==> src/rtl/mls_pkg.sv <==
package mls_pkg;
  localparam int MAXW = 64;

  // True when two or more bits of v are set.
  function automatic logic multi_hot(input logic [MAXW-1:0] v);
    return (v & (v - MAXW'(1))) != '0;
  endfunction

  // Row index of a linear line address.
  function automatic int unsigned row_of(input int unsigned line, input int unsigned cols);
    return line / cols;
  endfunction

  // Column index of a linear line address.
  function automatic int unsigned col_of(input int unsigned line, input int unsigned cols);
    return line % cols;
  endfunction
endpackage

==> src/rtl/mls_group_dec.sv <==
module mls_group_dec #(
  parameter int N  = 8,
  localparam int IW = (N > 1) ? $clog2(N) : 1
) (
  input  logic          en,
  input  logic [IW-1:0] idx,
  input  logic [N-1:0]  force_v,
  output logic [N-1:0]  drv
);
  for (genvar g = 0; g < N; g++) begin : g_bit
    assign drv[g] = en & ((idx == IW'(g)) | force_v[g]);
  end
endmodule

==> src/rtl/mls_multi_det.sv <==
module mls_multi_det
  import mls_pkg::*;
#(
  parameter int N = 8
) (
  input  logic         clk,
  input  logic         rst_n,
  input  logic [N-1:0] drv,
  input  logic         clr,
  output logic         multi,
  output logic         err
);
  assign multi = multi_hot(MAXW'(drv));

  always_ff @(posedge clk or negedge rst_n) begin
    if (!rst_n) err <= 1'b0;
    else        err <= multi | (err & ~clr);
  end
endmodule

==> src/rtl/mls_line_matrix.sv <==
module mls_line_matrix #(
  parameter int HI_N = 8,
  parameter int LO_N = 8,
  localparam int LINES = HI_N * LO_N
) (
  input  logic [HI_N-1:0]  hi,
  input  logic [LO_N-1:0]  lo,
  output logic [LINES-1:0] line
);
  for (genvar h = 0; h < HI_N; h++) begin : g_row
    for (genvar l = 0; l < LO_N; l++) begin : g_col
      assign line[h*LO_N + l] = hi[h] & lo[l];
    end
  end
endmodule

==> src/rtl/matrix_line_sel.sv <==
module matrix_line_sel #(
  parameter int HI_N = 8,
  parameter int LO_N = 8,
  localparam int HI_W   = (HI_N > 1) ? $clog2(HI_N) : 1,
  localparam int LO_W   = (LO_N > 1) ? $clog2(LO_N) : 1,
  localparam int LINES  = HI_N * LO_N,
  localparam int ADDR_W = HI_W + LO_W
) (
  input  logic              clk,
  input  logic              rst_n,
  input  logic [ADDR_W-1:0] addr,
  input  logic              drive_en,
  input  logic [HI_N-1:0]   force_hi,
  input  logic [LO_N-1:0]   force_lo,
  input  logic              err_clr,
  output logic [HI_N-1:0]   hi_drv,
  output logic [LO_N-1:0]   lo_drv,
  output logic [LINES-1:0]  line_sel,
  output logic              err_hi,
  output logic              err_lo
);
  // Named internal events for the checker.
  logic [HI_W-1:0] row_idx;
  logic [LO_W-1:0] col_idx;
  logic            hi_multi;
  logic            lo_multi;

  assign row_idx = addr[ADDR_W-1:LO_W];
  assign col_idx = addr[LO_W-1:0];

  mls_group_dec #(.N(HI_N)) u_hi_dec (
    .en(drive_en), .idx(row_idx), .force_v(force_hi), .drv(hi_drv)
  );

  mls_group_dec #(.N(LO_N)) u_lo_dec (
    .en(drive_en), .idx(col_idx), .force_v(force_lo), .drv(lo_drv)
  );

  mls_line_matrix #(.HI_N(HI_N), .LO_N(LO_N)) u_matrix (
    .hi(hi_drv), .lo(lo_drv), .line(line_sel)
  );

  mls_multi_det #(.N(HI_N)) u_hi_det (
    .clk(clk), .rst_n(rst_n), .drv(hi_drv), .clr(err_clr),
    .multi(hi_multi), .err(err_hi)
  );

  mls_multi_det #(.N(LO_N)) u_lo_det (
    .clk(clk), .rst_n(rst_n), .drv(lo_drv), .clr(err_clr),
    .multi(lo_multi), .err(err_lo)
  );
endmodule

==> config.mk <==
export PLATFORM = sky130hd
export DESIGN_NAME = matrix_line_sel
export DESIGN_NICKNAME = d
export VERILOG_FILES = /design/src/rtl/mls_pkg.sv /design/src/rtl/mls_group_dec.sv /design/src/rtl/mls_multi_det.sv /design/src/rtl/mls_line_matrix.sv /design/src/rtl/matrix_line_sel.sv
export SDC_FILE = /design/constraint.sdc
export NUM_CORES = 1
export LEC_CHECK = 0
export BUFFER_PORTS_ARGS = -buffer_cell sky130_fd_sc_hd__buf_2
export CAP_MARGIN = 5
export CORE_MARGIN = 5
export CORE_UTILIZATION = 35
export DETAILED_ROUTE_END_ITERATION = 6
export GPL_TIMING_DRIVEN = 0
export PLACE_DENSITY = 0.84
export SYNTH_ARGS = -nofsm -noshare
export SYNTH_HDL_FRONTEND = slang
export SYNTH_HIERARCHICAL = 1
export SYNTH_SLANG_ARGS = --single-unit
==> constraint.sdc <==
create_clock -name clk -period 3.25 [get_ports clk]
set_input_delay 0.65 -clock clk [delete_from_list [all_inputs] [get_ports clk]]
set_output_delay 0.65 -clock clk [all_outputs]
set_load 0.05 [all_outputs]
==> metrics.md <==
| Metric | Value |
|---|---|
| Commonest non-fill, non-tap cells in the layout | buf_2, and2_1, nand2_1, o21ai_1, nor2_1 |
| Worst Tran Pin Value | roughly 0.83 ns |
| Largest net degree at the start of global routing | 12 |
| Critical R2R Launch | u_hi_det/err |
| Worst-path maximum fanout | 11 |
| Seq pwr share | between 6 and 7% |
| Final hold slack | 0.207 ns |
| Congestion Overflow GR | 0 |
| Hold/Removal Path Class | in -> async |
| Die area | 3560 sq um |
| Crit-path cells | buf_2 > nand2b_4 > o31ai_2 > and2_1 > buf_2 |
| Fraction of layout cells with a size suffix above 1 | approximately 50% |
| Antenna violations before repair | 0 |
| Final Non-Filler Cells | between 200 and 300 |
| Max-slew headroom | between 40% and 50% |
| Area grow syn2layout | 68.4% |
| DR pass1 iterations | 4 |
| Port Buffer Count | 106 |
| Internal power component | ~0.15 mW |
| Most frequent CP cell | buf_2 |
| Worst EP required | between 2 and 3 ns |
| FMAX | approximately 360 MHz |
| Latest clock arrival within the worst-skew pair | between 0.2 and 0.25 ns |
| Core area | around 2400 sq um |
| CTS Buf Count | 3 |
| Antenna diode count | 0 |
| CTS sink cnt | 2 |
| DR WL met2 | ~2100 um |
| Residual DRC | 0 |
| Yosys warnings | 6 |
| Final hold viol count | 0 |
| Die H | about 60 um |
| Rows | 18 |
| Post-synth net total | 158 |
| Post-Place Cell Area | 1430 sq um |
| Final net count | 269 |
| Worst reg-to-reg path cell count | 2 |
| First-pass GRT wire length | 5700 um |
| Final wirelength | between 3000 and 4000 um |
| Vias in the first global route | ~1.2k |
| Fillers | ~270 |
| Flop-to-flop setup slack | between 2 and 3 ns |
| Final Setup Violations | 0 |
| Antenna viol nets, final | 0 |
| Sw Share | 64.8% |
| Startpoint types | primary input |
| IO Count | 108 |
| Multi-input logic area | ~780 sq um |
| Final clock skew | 0 ns |
| Cells after Synth | 132 |
| DR WL met3 | roughly 240 um |
| Final Cycle Share | between 80% and 90% |
| Worst VDD drop | around 0.18 mV |
| Buf+Inv Stages, Crit Path | 2 |
| Cell family with most CP delay | compound AO/OA/AOI/OAI gates |
| Via-per-instance ratio | 4.88 |
| Setup TNS | 0 ns |
| Critical Path End Type | output port |
| Mapped Area | 863 sq um |
| Routability Congestion | 0.762 |
| Number of DRC markers in iteration 0 | 27 |
| Post-cts gate resize count | 0 |
| Placed cell count | 268 |
| Hold_buf cts | 0 |
| Reg area | 50.0 sq um |
| Clk slew on worst S/H paths | ~0.03 ns |
| Most common cell after layout, fill and taps aside | buf_2 |
| Total number of vias | ~1.3k |
| RSZ-0062 raised after global routing | false |
| Clock root buffer | clkbuf_4 |
| Max H-tree Level | 1 |
| Crit path kind | in -> out |
| Worst Path Arrival | between 2 and 2.5 ns |
| Die Width | between 50 and 60 um |
| Critical Path Max Stage Delay | ~0.68 ns |
| Met1 Wirelength | around 1500 um |
| Status | complete, no violations |
| Design area | ~1500 sq um |
| All-Layer GR Usage | between 20% and 30% |
| Effective utilization at floorplan | between 30% and 40% |
| Top routing layer used | met4 |
| Gate power share | between 80% and 90% |
| Crit-path slowest cell | o31ai_2 |
| Setup crit start | addr[2] |
| Slew Limit Fails | 0 |
| PwrDens | 296 nW/um^2 |
| Clk buf depth | 2 |
| Maxcap violations | 0 |
| Leakage | a little over 0.9 nW |
| DR WL/cell | approximately 14 um |
| Post-CTS Setup Repair Bufs | 0 |
| Post-DP HPWL | 3010 um |
| Worst r2r dst | u_hi_det/err |
| Min Tclk post-route | ~2.7 ns |
| Switching pwr | approximately 0.28 mW |
| Clk pwr share | between 10% and 20% |
| CTS tree | yes |
| Avg Cell Area, Syn | 6.54 sq um |
==> state kept, by name, indices dropped and copies added (netlist names) <==
| name | cells |
|---|---|
| u_hi_det/err | 1 |
| u_lo_det/err | 1 |
==> worst reg2reg max path: stages (launching register included) <==
cell and delay, ns:
dfrtp_1 0.37, inv_1 0.05, o2111ai_1 0.13
==> area by class of cell <==
type,count,share of cell area [%]
Buffer,2,1.55
Clock buffer,3,1.55
Inverter,2,0.516
Multi-Input combinational cell,126,53.9
Sequential cell,2,3.44
Tap cell,30,2.58
Timing Repair Buffer,106,36.5
==> layer usage <==
metal / track usage [%] / vias up
met4: 5.06 / 0
met3: 2.16 / 2
met5: 0 / -
met2: 40.9 / 42
li1: - / 657
met1: 22.5 / 622
==> how the worst max path moves through the flow <==
| stage | endpoint | slack [ns] | depth (start not counted) |
|---|---|---|---|
| floorplan | line_sel[1] | 0.25 | 4 |
| CTS | line_sel[24] | 0.49 | 5 |
| finish | line_sel[8] | 0.50 | 5 |
| global route | line_sel[8] | 0.41 | 5 |
| detailed placement | line_sel[24] | 0.49 | 5 |
| global placement | line_sel[32] | 0.55 | 5 |
==> per-stage QoR <==
step / power, mW / worst slack, ns / util (%)
floorplan: 0.291 / 0.245 / -
global placement: 0.373 / 0.555 / 59.4
detailed placement: 0.377 / 0.485 / 59.4
CTS: 0.434 / 0.486 / 60.3
global route: 0.457 / 0.410 / 60.3
finish: 0.430 / 0.504 / 60.3
==> power groups by stage <==
stage / clock, mW / combinational [mW] / sequential (mW)
final: 0.0538 / 0.348 / 0.0282
after global placement: 0 / 0.345 / 0.0282
after floorplan: 0 / 0.255 / 0.0357
after global routing: 0.0603 / 0.369 / 0.0284
after CTS: 0.0564 / 0.349 / 0.0283
after detailed placement: 0 / 0.349 / 0.0285
Power figures use the tool's default switching activity.
